--- src/rtl/i2c_bt_pkg.sv ---
package i2c_bt_pkg;
  typedef enum logic [1:0] {
    CMD_DATA  = 2'b00,
    CMD_START = 2'b01,
    CMD_STOP  = 2'b10,
    CMD_ALT   = 2'b11
  } cmd_e;

  localparam int unsigned PERIOD_BASE  = 27;
  localparam int unsigned HOLD_DEFAULT = 9;
endpackage

--- src/rtl/i2c_bt_period.sv ---
module i2c_bt_period #(
  parameter  int unsigned BAUD_W = 8,
  parameter  int unsigned BASE   = 27,
  localparam int unsigned CNT_W  = BAUD_W + 1
) (
  input  logic             clk_i,
  input  logic             rst_ni,
  input  logic             load_i,
  input  logic             run_i,
  input  logic [BAUD_W-1:0] baud_i,
  output logic [CNT_W-1:0] cnt_o,
  output logic             last_o,
  output logic [CNT_W-1:0] lo_len_o,
  output logic [CNT_W-1:0] sample_pt_o,
  output logic [CNT_W-1:0] lo_next_o
);
  localparam logic [CNT_W-1:0] BASE_C = CNT_W'(BASE);

  logic [CNT_W-1:0] period_q, cnt_q, next_period, hi_len;

  assign next_period = CNT_W'(baud_i) + BASE_C;
  // ceil(p/2) without overflow
  assign lo_next_o   = (next_period >> 1) + CNT_W'(next_period[0]);
  assign lo_len_o    = (period_q >> 1) + CNT_W'(period_q[0]);
  assign hi_len      = period_q >> 1;
  assign sample_pt_o = lo_len_o + (hi_len >> 1);
  assign last_o      = run_i && (cnt_q == period_q - 1'b1);
  assign cnt_o       = cnt_q;

  always_ff @(posedge clk_i or negedge rst_ni) begin
    if (!rst_ni) begin
      cnt_q    <= '0;
      period_q <= BASE_C;
    end else if (load_i) begin
      cnt_q    <= '0;
      period_q <= next_period;
    end else if (run_i && !last_o) begin
      cnt_q <= cnt_q + 1'b1;
    end
  end
endmodule

--- src/rtl/i2c_bt_hold.sv ---
module i2c_bt_hold #(
  parameter int unsigned HOLD_W   = 5,
  parameter int unsigned CNT_W    = 9,
  parameter int unsigned DEF_HOLD = 9
) (
  input  logic              clk_i,
  input  logic              rst_ni,
  input  logic              load_i,
  input  logic [HOLD_W-1:0] hold_i,
  input  logic              fmp_i,
  input  logic [CNT_W-1:0]  lo_next_i,
  output logic [CNT_W-1:0]  hold_o
);
  logic [CNT_W-1:0] raw, lim, eff, hold_q;

  always_comb begin
    if (fmp_i)             raw = '0;
    else if (hold_i == '0) raw = CNT_W'(DEF_HOLD);
    else                   raw = CNT_W'(hold_i);
    lim = lo_next_i - 1'b1;
    eff = (raw > lim) ? lim : raw;
  end

  always_ff @(posedge clk_i or negedge rst_ni) begin
    if (!rst_ni)     hold_q <= '0;
    else if (load_i) hold_q <= eff;
  end

  assign hold_o = hold_q;
endmodule

--- src/rtl/i2c_bt_rx.sv ---
module i2c_bt_rx (
  input  logic clk_i,
  input  logic rst_ni,
  input  logic sample_i,
  input  logic sda_i,
  output logic rx_bit_o,
  output logic rx_valid_o
);
  always_ff @(posedge clk_i or negedge rst_ni) begin
    if (!rst_ni) begin
      rx_bit_o   <= 1'b0;
      rx_valid_o <= 1'b0;
    end else begin
      rx_valid_o <= sample_i;
      if (sample_i) rx_bit_o <= sda_i;
    end
  end
endmodule

--- src/rtl/i2c_bit_timer.sv ---
module i2c_bit_timer #(
  parameter  int unsigned BAUD_W   = 8,
  parameter  int unsigned HOLD_W   = 5,
  parameter  int unsigned BASE     = i2c_bt_pkg::PERIOD_BASE,
  parameter  int unsigned DEF_HOLD = i2c_bt_pkg::HOLD_DEFAULT,
  localparam int unsigned CNT_W    = BAUD_W + 1
) (
  input  logic              clk_i,
  input  logic              rst_ni,
  input  logic [BAUD_W-1:0] baud_i,
  input  logic [HOLD_W-1:0] hold_i,
  input  logic              fm_plus_i,
  input  logic              cmd_valid_i,
  input  logic [1:0]        cmd_i,
  input  logic              tx_bit_i,
  output logic              cmd_ready_o,
  input  logic              sda_i,
  output logic              rx_bit_o,
  output logic              rx_valid_o,
  output logic              scl_oe_o,
  output logic              sda_oe_o
);
  import i2c_bt_pkg::*;

  logic             active_q, new_low_q, held_q;
  cmd_e             kind_q, kind_in;
  logic             accept, last;
  logic [CNT_W-1:0] cnt, lo_len, sample_pt, lo_next, hold_cyc, chg_pt;

  assign kind_in     = (cmd_e'(cmd_i) == CMD_ALT) ? CMD_DATA : cmd_e'(cmd_i);
  assign cmd_ready_o = !active_q || last;
  assign accept      = cmd_valid_i && cmd_ready_o;

  i2c_bt_period #(.BAUD_W(BAUD_W), .BASE(BASE)) u_period (
    .clk_i       (clk_i),
    .rst_ni      (rst_ni),
    .load_i      (accept),
    .run_i       (active_q),
    .baud_i      (baud_i),
    .cnt_o       (cnt),
    .last_o      (last),
    .lo_len_o    (lo_len),
    .sample_pt_o (sample_pt),
    .lo_next_o   (lo_next)
  );

  i2c_bt_hold #(.HOLD_W(HOLD_W), .CNT_W(CNT_W), .DEF_HOLD(DEF_HOLD)) u_hold (
    .clk_i     (clk_i),
    .rst_ni    (rst_ni),
    .load_i    (accept),
    .hold_i    (hold_i),
    .fmp_i     (fm_plus_i),
    .lo_next_i (lo_next),
    .hold_o    (hold_cyc)
  );

  i2c_bt_rx u_rx (
    .clk_i      (clk_i),
    .rst_ni     (rst_ni),
    .sample_i   (active_q && kind_q == CMD_DATA && cnt == sample_pt),
    .sda_i      (sda_i),
    .rx_bit_o   (rx_bit_o),
    .rx_valid_o (rx_valid_o)
  );

  always_ff @(posedge clk_i or negedge rst_ni) begin
    if (!rst_ni) begin
      active_q  <= 1'b0;
      kind_q    <= CMD_DATA;
      new_low_q <= 1'b0;
      held_q    <= 1'b0;
    end else begin
      if (last) held_q <= (kind_q == CMD_STOP) ? 1'b0 : new_low_q;
      if (accept) begin
        active_q  <= 1'b1;
        kind_q    <= kind_in;
        new_low_q <= (kind_in == CMD_DATA) ? !tx_bit_i : 1'b1;
      end else if (last) begin
        active_q <= 1'b0;
      end
    end
  end

  // START moves SDA at mid-slot with SCL high; others after the hold
  assign chg_pt   = (kind_q == CMD_START) ? lo_len : hold_cyc;
  assign sda_oe_o = (active_q && cnt >= chg_pt) ? new_low_q : held_q;
  assign scl_oe_o = active_q && kind_q != CMD_START && cnt < lo_len;
endmodule

--- config.mk ---
export PLATFORM = sky130hd
export DESIGN_NAME = i2c_bit_timer
export DESIGN_NICKNAME = d
export VERILOG_FILES = /design/src/rtl/i2c_bt_pkg.sv /design/src/rtl/i2c_bt_period.sv /design/src/rtl/i2c_bt_hold.sv /design/src/rtl/i2c_bt_rx.sv /design/src/rtl/i2c_bit_timer.sv
export SDC_FILE = /design/constraint.sdc
export NUM_CORES = 1
export LEC_CHECK = 0
export BUFFER_PORTS_ARGS = -buffer_cell sky130_fd_sc_hd__buf_2
export CORE_MARGIN = 4
export CORE_UTILIZATION = 54
export CTS_CLUSTER_SIZE = 8
export DETAILED_ROUTE_END_ITERATION = 10
export HOLD_SLACK_MARGIN = 0.12
export PLACE_DENSITY = 0.79
export SLEW_MARGIN = 30
export SYNTH_ARGS = -nofsm -noshare
export SYNTH_HDL_FRONTEND = slang
export SYNTH_SLANG_ARGS = --single-unit
export TNS_END_PERCENT = 20
--- constraint.sdc ---
create_clock -name clk_i -period 4.2 [get_ports clk_i]
set_input_delay 0.84 -clock clk_i [delete_from_list [all_inputs] [get_ports clk_i]]
set_output_delay 0.84 -clock clk_i [all_outputs]
set_load 0.1 [all_outputs]
# After elaboration in Yosys (flattened, before gate mapping)
# Cells that the tools add are included.
# classes
add_sub_neg	7
magnitude_cmp	3
eq_ne	6
mux	12
n_reduce_logical	17
# ops
cell	n
$mux 9	4
$add 8x1->9	2
$eq 9x9->1	2
$sub 9x1->9 const B	2
$mux 5	2
$add 8x5->9 const B	1
$add 9x1->9 const B	1
$add 9x7->9	1
$ge 9x9->1	1
$gt 5x9->1	1
$lt 9x9->1	1
$logic_and 1x1->1	8
$logic_not 5->1	1
$mux 1	5
$eq 2x2->1 const B	2
$logic_not 2->1	2
$reduce_bool 2->1	2
$logic_not 1->1	3
$eq 2x1->1 const B	1
$mux 2	1
$ne 2x1->1 const B	1
$logic_or 1x1->1	1
# word_totals
register_bits	34
inputBits	21
output_inout_bits	5
wordCells	54

# Logic depth before layout (Yosys ltp)
# depth
depth_word	7
mapped_depth	16
ltp_nobuf	16

# Cells and area by module
# A second synthesis with hierarchy kept.
# unflattened
cells_unflattened	417
area_unflattened_um2	3580.9
# modules_own_cells
module	instances	cells_per_inst	area_each_um2	seq_area_each_um2
i2c_bt_period	1	234	1961.9	455.4
i2c_bit_timer	1	110	858.3	125.1
i2c_bt_hold	1	70	695.7	225.2
i2c_bt_rx	1	3	65.1	50.0

# Least setup slack after synthesis
# OpenSTA, ideal clock, no wires.
# synth_path
kind	register to output
from	reg u_period.period_q[0]
to	out scl_oe_o
arrival_ps	3671
required_time_ps	3360
slack_ps	-311
path_stages_with_launch	11
path_buffers	0
cell_sequence	dfstp_2 ha_1 ha_1 inv_1 ha_1 a21o_1 a21o_1 a21o_1 a211oi_1 o21bai_1 a31oi_1
# synth_via
elab_chain_cells	3
# synth_rtl
element	line_no	text
start, declared	i2c_bt_period.sv:19	logic [CNT_W-1:0] period_q, cnt_q, next_period, hi_len;
start signal, assigned	i2c_bt_period.sv:36	period_q <= next_period;
$add 8x1->9	i2c_bt_period.sv:24	assign lo_len_o = (period_q >> 1) + CNT_W'(period_q[0]);
$lt 9x9->1	i2c_bit_timer.sv:87	assign scl_oe_o = active_q && kind_q != CMD_START && cnt < lo_len;
$logic_and 1x1->1	i2c_bit_timer.sv:87	
end, declared	i2c_bit_timer.sv:20	output logic scl_oe_o,
# Every way passes these cells.

# Worst setup path in the final report
# layout_path
from	reg u_period.period_q[0]
to	out sda_oe_o
# layout_via
elab_chain_cells	5
# layout_rtl
element	line_no	text
$add 8x1->9	i2c_bt_period.sv:24	
$mux 9	i2c_bit_timer.sv:85	assign chg_pt = (kind_q == CMD_START) ? lo_len : hold_cyc;
$ge 9x9->1	i2c_bit_timer.sv:86	assign sda_oe_o = (active_q && cnt >= chg_pt) ? new_low_q : held_q;
$logic_and 1x1->1	i2c_bit_timer.sv:86	
$mux 1	i2c_bit_timer.sv:86	
end, declared	i2c_bit_timer.sv:21	output logic sda_oe_o
# Every way passes these cells.

==> reports/qor.yml <==
hp-start: "u_hold.hold_o[6]"
design_area_um2: 3720
synth-simple-area-share_pct: 23.0
cap_viol_max_count: 0
yosysWarnings: 0
ys_types: 62
clock-sinks: 34
worstSetupStartpointType: "flip-flop"
track_usage_pct: 20.6
hold_end: "u_hold.hold_o[6]"
clk_pin_slew_ns: 0.07
worstMarginPinSlew_ns: 0.773
cts-buffers-inserted: 5
r2r-start: "u_period.period_q[0]"
ys_seq_elements: 34
gr-total-overflow: 0
drt_iter0_drc: 234
hold_buffers: 0
grt_pass1_wl_um: 12600
wirelength_um: 7700
startpoint: "u_period.period_q[0]"
max_slew_margin_pct: 48.4
vias: 2993
drive_gt1_share_pct: 13.4
synth_top_family_by_area: "simple AND/OR/NAND/NOR gates"
netlist_area_um2: 3430
layout-area-overhead-vs-synth_pct: 8.31
muxShareOfSynthArea_pct: 3.03
place_hpwl_um: 5850
die_x_um: 87.7
n_antenna_cell: 0
status: "complete, no violations"
start_util_pct: 56.9
min_period_ns: 4.02
synth-compound-area-share_pct: 16.4
antenna_found_initial: 0
powerDensity_nw_per_um2: 182
ios: 26
path_max_fanout: 7
end_kind: "output pin"
synth_nets: 468
hold_viol: 0
reg2reg_slack_ns: 0.80
r2r.worst_path.cells: 13
synth_top_area_share_pct: 21.9
gp_congestion: 0.913
ant_nets: 0
core_area_um2: 6030
p_total_mw: 0.678
ctsLongestPathBuffers: 2
cts_tree: "yes"
syn_inst: 408
synth_edf_count: 0
cp.arrival_ns: 3.18
grt_pass1_vias: 2734
dpl-instance-area_um2: 3570
hold_depth: 1
port_buffers: 25
synth-seq-area-share_pct: 24.9
hold_class: "reg2reg"
setup_tns_ns: 0
wl_per_cell_um: 15.4
synthTopCellsByArea: "dfrtp_1 22%, ha_1 14%, xnor2_1 6.1%"
p_leak_nw: 1.67
fin_nets: 483
setup_viol: 0
rows: 28
synth_top_area_cell: "dfrtp_1"
clk_latency_ns: 0.29
dominantRegCellSynth: "dfrtp_1"
synth-xor-area-share_pct: 11.7
clockRootBuffer: "clkbuf_8"
max_freq_mhz: 249
finalCritPeriodShare_pct: 95.7
fin_worst_skew_ns: 0.00416
synth.avg_cell_area_um2: 8.41
critPathRequiredTime_ns: 3.36
maxSlewViolCount: 0
vdd_ir_drop_max_uv: 102
synthAdderAreaFrac_pct: 14.4
path_class: "reg2out"
cts.htree.levels: 2
rsz0062_at_grt: "false"
drc_errors: 0
viasPerCell: 6.00
regToRegEndpoint: "u_rx.rx_bit_o"
dieArea_um2: 7690
floorplan.die.height_um: 87.7
grt_start_max_net_pins: 35
async_flop_share_pct: 100
firstDrtPassIters: 4
## cells in the final DEF, fill, tap and decap left out, drive strengths merged, types with 3 or more instances in the layout
master,n
mux2,3
nand3b,7
o21a,3
nand2b,4
nand3,16
ha,38
inv,23
nand4,6
and3,6
a21boi,3
nor3b,6
o31ai,4
xnor2,24
nor2,27
o21ai,19
nor3,10
a21oi,15
nand2,38
nor4,4
xor2,22
nor2b,5
a31oi,9
mux2i,7
clkbuf,7
buf,31
a21o,10
and2,7
o21bai,3
dfstp,4
dfrtp,30
## where the power goes
part / leakage [nW] / total, mW / internal, mW / switching (mW)
combinational: 1.20 / 0.0981 / 0.0400 / 0.0580
clock: 0.0482 / 0.252 / 0.132 / 0.120
sequential: 0.425 / 0.328 / 0.328 / 0
## cells by family (layout without fill, tap and decap cells)
family	after synthesis	after routing
compound gates	84	84
xor+xnor	46	46
fa+ha+maj	39	39
buf+inv	46	62
flops	34	34
mux	10	10
simple gates	149	149
## repair_timing
item                       in CTS  in global routing
resized for setup               0                 10
setup endpoints to repair       0                  4
buffers inserted                0                  1
## synthesized netlist by cell type, types with 7 or more instances
| library cell | n |
|---|---|
| ha_1 | 38 |
| nand2_1 | 38 |
| dfrtp_1 | 30 |
| nor2_1 | 27 |
| xnor2_1 | 24 |
| inv_1 | 23 |
| xor2_1 | 22 |
| nand3_1 | 16 |
| a21oi_1 | 15 |
| o21ai_0 | 13 |
| a21o_1 | 10 |
| nor3_1 | 10 |
| buf_2 | 9 |
| clkbuf_1 | 9 |
| a31oi_1 | 8 |
| and2_1 | 7 |
| mux2i_1 | 7 |
| nand3b_1 | 7 |
## layer usage
metal  routed length, um  global-route usage [%]  vias up
li1                    -                       -     1473
met1                3330                    25.9     1409
met2                3740                    34.2       89
met3                 386                    2.63       22
met4                 253                    11.2        0
met5                   0                       0        -
## registers in the layout, summed over array words and instances, names as in the netlist
register and cells:
u_rx.rx_valid_o 1, kind_q 2, held_q 1, u_period.cnt_o 9, u_rx.rx_bit_o 1, new_low_q 1, u_hold.hold_o 9, u_period.period_q 9
active_q 1
## per-stage QoR
step	worst slack (ns)	util, %	hold WS, ns	std cells
2_1_floorplan	0.220	-	0.449	408
3_3_place_gp	0.196	59.3	0.479	490
3_5_place_dp	-0.0188	59.3	0.475	490
4_1_cts	0.000565	60.8	0.492	498
5_1_grt	0.00220	61.7	0.521	499
6_report	0.181	61.7	0.487	499
## worst max-delay path: stages (launching register included)
cell      delay (ns)
dfstp_2         0.60
ha_2            0.24
ha_2            0.21
nand3_1         0.12
nor2_1          0.15
xor2_1          0.25
mux2i_1         0.13
ha_1            0.27
or2_2           0.27
a21oi_1         0.18
nor3_1          0.07
nand3b_1        0.19
buf_12          0.19
## final cells by class
class	count	area (um^2)
Multi-Input combinational cell	328	2400
Fill cell	544	2310
Sequential cell	34	856
Timing Repair Buffer	31	191
Tap cell	75	93.8
Clock buffer	7	86.3
Inverter	23	86.3
Clock inverter	1	5.00
## how the worst max path moves through the flow
stage	endpoint	slack [ns]	cells after the start
after global routing	sda_oe_o	0.002	12
after CTS	scl_oe_o	0.0006	11
after global placement	u_hold.hold_o[4]	0.20	16
after floorplan	sda_oe_o	0.22	11
after detailed placement	u_hold.hold_o[2]	-0.02	16
final	sda_oe_o	0.18	12
(Power assumes the default switching activity.)
